==> src/rtl/wr_batch_packer.sv <==
module wr_batch_packer #(
  parameter int DEPTH   = 64,
  parameter int LINE_DW = 16
) (
  input  logic                       clk,
  input  logic                       rst_n,
  input  logic                       req_valid,
  output logic                       req_ready,
  input  logic                       req_indexed,
  input  logic [19:0]                req_off,
  input  logic [31:0]                req_data,
  input  logic                       cmt_valid,
  output logic                       cmt_ready,
  output logic                       cmt_done,
  output logic [$clog2(DEPTH)+2:0]   tail_bytes,
  output logic                       overflow,
  input  logic [$clog2(DEPTH)-1:0]   rd_addr,
  output logic [31:0]                rd_data
);
  localparam int AW = $clog2(DEPTH);
  localparam int PW = AW + 1;
  localparam logic [PW-1:0] LMASK  = PW'(LINE_DW - 1);
  localparam logic [PW-1:0] LIM_D  = PW'(DEPTH - 2);
  localparam logic [PW-1:0] LIM_I  = PW'(DEPTH - 3);
  localparam logic [PW-1:0] LIM_M  = PW'(DEPTH - 1);

  typedef enum logic [2:0] {S_IDLE, S_DHDR, S_IHDR, S_DATA, S_CNT, S_PAD, S_FILL} st_t;

  st_t st;
  logic [31:0]   mem [DEPTH];
  logic [PW-1:0] wp, ins, cnt, tail_q;
  logic [19:0]   off_q, open_off;
  logic [31:0]   data_q;
  logic          open_vld;
  logic          we;
  logic [PW-1:0] wa;
  logic [31:0]   wd;

  assign req_ready = (st == S_IDLE) && !cmt_valid;
  assign cmt_ready = (st == S_IDLE);

  wire           take   = req_valid && req_ready;
  wire [PW-1:0]  wp_al  = wp + {{AW{1'b0}}, wp[0]};
  wire           merge  = req_indexed && open_vld && (req_off == open_off);
  wire           fits   = !req_indexed ? (wp <= LIM_D) :
                          merge        ? (wp <= LIM_M) : (wp_al <= LIM_I);
  wire [PW-1:0]  tail_c = (wp + LMASK) & ~LMASK;

  always_comb begin
    we = 1'b0;
    wa = wp;
    wd = '0;
    unique case (st)
      S_IDLE: if (take && fits) begin
        we = 1'b1;
        if (req_indexed && !merge) begin
          wa = wp_al;
          wd = 32'd1;
        end else begin
          wd = req_data;
        end
      end
      S_DHDR: begin we = 1'b1; wd = {8'h01, 4'hF, off_q}; end
      S_IHDR: begin we = 1'b1; wd = {8'h09, 4'h0, off_q}; end
      S_DATA: begin we = 1'b1; wd = data_q; end
      S_CNT:  begin we = 1'b1; wa = ins; wd = {{(32-PW){1'b0}}, cnt}; end
      S_PAD:  we = 1'b1;
      S_FILL: we = (wp != tail_q);
      default: ;
    endcase
  end

  always_ff @(posedge clk) begin
    if (we) mem[wa[AW-1:0]] <= wd;
    rd_data <= mem[rd_addr];
  end

  always_ff @(posedge clk or negedge rst_n) begin
    if (!rst_n) begin
      st         <= S_IDLE;
      wp         <= '0;
      ins        <= '0;
      cnt        <= '0;
      tail_q     <= '0;
      off_q      <= '0;
      open_off   <= '0;
      data_q     <= '0;
      open_vld   <= 1'b0;
      overflow   <= 1'b0;
      cmt_done   <= 1'b0;
      tail_bytes <= '0;
    end else begin
      cmt_done <= 1'b0;
      unique case (st)
        S_IDLE: begin
          if (cmt_valid) begin
            if (wp != '0) begin
              tail_q <= tail_c;
              st     <= S_FILL;
            end
          end else if (req_valid) begin
            off_q  <= req_off;
            data_q <= req_data;
            if (!fits) begin
              overflow <= 1'b1;
            end else if (!req_indexed) begin
              ins      <= wp;
              wp       <= wp + 1'b1;
              open_vld <= 1'b0;
              st       <= S_DHDR;
            end else if (merge) begin
              wp  <= wp + 1'b1;
              cnt <= cnt + 1'b1;
              st  <= S_CNT;
            end else begin
              ins      <= wp_al;
              wp       <= wp_al + 1'b1;
              cnt      <= PW'(1);
              open_vld <= 1'b1;
              open_off <= req_off;
              st       <= S_IHDR;
            end
          end
        end
        S_DHDR: begin wp <= wp + 1'b1; st <= S_IDLE; end
        S_IHDR: begin wp <= wp + 1'b1; st <= S_DATA; end
        S_DATA: begin
          wp <= wp + 1'b1;
          st <= wp[0] ? S_IDLE : S_PAD;
        end
        S_CNT:  st <= wp[0] ? S_PAD : S_IDLE;
        S_PAD:  st <= S_IDLE;
        S_FILL: begin
          if (wp != tail_q) begin
            wp <= wp + 1'b1;
          end else begin
            wp         <= '0;
            ins        <= '0;
            open_vld   <= 1'b0;
            overflow   <= 1'b0;
            cmt_done   <= 1'b1;
            tail_bytes <= {tail_q, 2'b00};
            st         <= S_IDLE;
          end
        end
        default: st <= S_IDLE;
      endcase
    end
  end
endmodule

==> config.mk <==
export PLATFORM = sky130hd
export DESIGN_NAME = wr_batch_packer
export DESIGN_NICKNAME = d
export VERILOG_FILES = /design/src/rtl/wr_batch_packer.sv
export SDC_FILE = /design/constraint.sdc
export NUM_CORES = 2
export LEC_CHECK = 0
export ABC_AREA = 1
export CORE_MARGIN = 8
export CORE_UTILIZATION = 59
export CTS_BUF_LIST = sky130_fd_sc_hd__clkbuf_8
export DETAILED_ROUTE_END_ITERATION = 10
export PLACE_DENSITY_LB_ADDON = 0.3
export SETUP_SLACK_MARGIN = 0.5
export SYNTH_ARGS = -nofsm -noshare
export SYNTH_HDL_FRONTEND = slang
export SYNTH_SLANG_ARGS = --single-unit
==> constraint.sdc <==
create_clock -name clk -period 4.8 [get_ports clk]
set_clock_uncertainty 0.2 [all_clocks]
set_input_delay 1.44 -clock clk [delete_from_list [all_inputs] [get_ports clk]]
set_output_delay 1.44 -clock clk [all_outputs]
set_load 0.1 [all_outputs]
==> impl_metrics.ini <==
[run_status]
status = complete, no violations

[final_layout]
fin_nets = 7272
post-route-util_pct = 69.2
fin_area_um2 = 101000
drive_gt1_share_pct = 13.9
areaGrowthSynthToFinish_pct = 16.7

[floorplanning]
io_pins = 108
start_util_pct = 59.3
die_area_um2 = 159000
core_um2 = 145000
rows = 140
die_y_um = 398
die_w_um = 398

[timing]
finalSetupViolCount = 0
final-max-slew-violation-count = 0
hold_viol = 0
finalCritPeriodShare_pct = 87.2
relSlewSlack_pct = 27.4
worst_pin_slew_ns = 1.08
finalSetupTns_ns = 0
max_freq_mhz = 239
min_period_ns = 4.18
rsz0062_at_grt = false

[pwr]
p_per_area_nw_per_um2 = 518
ir_drop_v = 0.000546
p_sw_share_pct = 31.4
p_switching_mw = 16.3
p_int_mw = 35.7
power_leakage_nw = 34.1
clockPowerShare_pct = 28.7
seqPwrFrac_pct = 49.2
combPwrFrac_pct = 22.2

[setup_path]
critPathBufInv = 1
cp_cell_sequence = clkdlybuf4s50_1
start_kind = flip-flop
cp_max_fo = 1
worstSetupEndpointType = primary output
rr_worst_depth = 18
r2r_slack_ns = 1.20
critPathSlowestCell = clkdlybuf4s50_1
reg2reg_from = wp[0]
max_stage_delay_ns = 1.15
worst_ep_required_time_ns = 3.16
r2r_end = mem[14][10]
critPathKind = flip-flop to primary output
critPathTopFamily = buffers and inverters
cp_data_arrival_time_ns = 2.54

[logic_synthesis]
synth_mux_area_share_pct = 0
synth_edf_count = 2048
synth-seq-area-share_pct = 75.1
yosys.area.top_type = edfxtp_1
synth_simple_gate_area_share_pct = 8.33
synth_top_family_by_area = compound AO/OA/AOI/OAI gates
syn_avg_cell_area_um2 = 12.7
synth_warnings = 0
netlist_area_um2 = 86200
yosysTopAreaCellShare_pct = 71.4
synth_xor_area_share_pct = 0.0813
synth_area_leaders = edfxtp_1 (71%), o21ai_0 (8.2%), nor2_1 (6.5%)
synth_seq_cells = 2184
synthCells = 6781
ys.flop_type = edfxtp_1
yosysMostFrequentCell = edfxtp_1
synth-async-reset-ratio_pct = 4.76
synthAdderAreaFrac_pct = 0.0581
synth-compound-area-share_pct = 13.7
ys_top_cells_by_count = edfxtp_1 (2048), nor2_1 (1481), o21ai_0 (1406)
synth.distinct_cells = 43

[placement]
placed_cell_area_um2 = 94100
dp_hpwl_um = 153000
gp_congestion = 0.964
numPortBuffers = 101

[cts]
clk_latency_ns = 1.04
clkTransAtPathRegs_ns = 0.06
cts.sinks = 2184
ctsHtreeMaxLevel = 5
ctsLongestPathBuffers = 4
cts.hold.buffers_added = 0
cts_tree = done
cts_buffers = 351
cts_root_buf = clkbuf_8

[global_route]
grt_use_met3_pct = 8.65
grt_max_degree = 119
grt.busiest_layer = met2
use_met2_pct = 48.0
grt_pass1_wl_um = 368000
met1_usage_pct = 40.1
first_global_vias = 57900
gr-total-overflow = 0
antenna_found_initial = 14
track_usage_pct = 31.1

[detailed_routing]
dr.pass1.iters = 8
vias_per_cell = 6.37
vias = 59700
drc = 0
drt-initial-drc-count = 7860
ant_nets = 0
drt_wl_total_um = 251000
wl_per_cell_um = 26.8

[hold_path]
hold_class = primary input to async pin

[flow_run]
cap_violations = 0
## layout make-up
cell class | instances | area, um2
flip-flops and latches | 2184 | 64700
diodes | 3 | 7.51
fillers | 9673 | 44800
well taps | 1917 | 2400
clock inverters | 230 | 1260
multi-input cells | 3998 | 20000
inverters | 128 | 505
repair buffers | 542 | 6520
clock buffers | 376 | 5170
## state kept, by name, indices dropped and copies added (netlist names)
name / count
mem: 2048
data_q: 32
rd_data: 32
off_q: 20
open_off: 20
cnt: 7
wp: 7
ins: 6
st: 3
tail_bytes: 3
tail_q: 3
cmt_done: 1
open_vld: 1
overflow: 1
## cell usage in the layout (no fill, tap or decap), types with 104 or more instances in the layout
cell type	n
o21ai_0	1388
nand2_1	262
dfrtp_1	104
edfxtp_1	2048
buf_12	175
o22ai_1	651
clkbuf_8	376
nor2_1	1417
inv_1	214
buf_4	269
## power groups by stage
stage                     sequential [mW]  combinational (mW)  clock (mW)
after global routing                 25.7                12.0        15.8
after detailed placement             26.0                11.3           0
after CTS                            25.6                11.3        15.0
after global placement               25.9                11.1           0
final                                25.6                11.5        14.9
after floorplan                      26.3                4.71           0
## metal layers
metal | part of all wire, % | up-vias
li1 | - | 26000
met1 | 36 | 28900
met2 | 46 | 4115
met3 | 12 | 709
met4 | 6.4 | 6
met5 | 0.014 | -
## cells by family after synthesis
kind of cell,after synthesis
flops,2184
simple gates,1835
compound gates,2145
buf+inv,604
other cells,1
fa+ha+maj,4
xor+xnor,8
## worst max-delay path by stage
stage / startpoint / to / slack [ns] / cells after the start
after floorplan: req_indexed / mem[55][0] / -0.21 / 15
after global placement: req_off[15] / mem[14][0] / -0.07 / 20
after detailed placement: req_off[11] / mem[10][0] / -0.11 / 20
after CTS: rd_data[28] / rd_data[28] / 0.51 / 1
after global routing: tail_bytes[6] / tail_bytes[6] / 0.53 / 1
final: rd_data[28] / rd_data[28] / 0.62 / 1
## through the flow
step	cells	worst slack (ns)	power, mW	hold WS (ns)
global placement	8769	-0.0680	37.0	0.254
global route	9376	0.530	53.5	0.257
floorplan	6786	-0.210	31.0	0.242
CTS	9375	0.512	51.9	0.184
detailed placement	8769	-0.108	37.2	0.258
finish	9378	0.616	52.1	0.246
## what timing repair did
action | in CTS | in global routing
buffers inserted | 0 | 0
gates resized for setup | 0 | 1
setup endpoints to repair | 0 | 1
(Power assumes the default switching activity.)
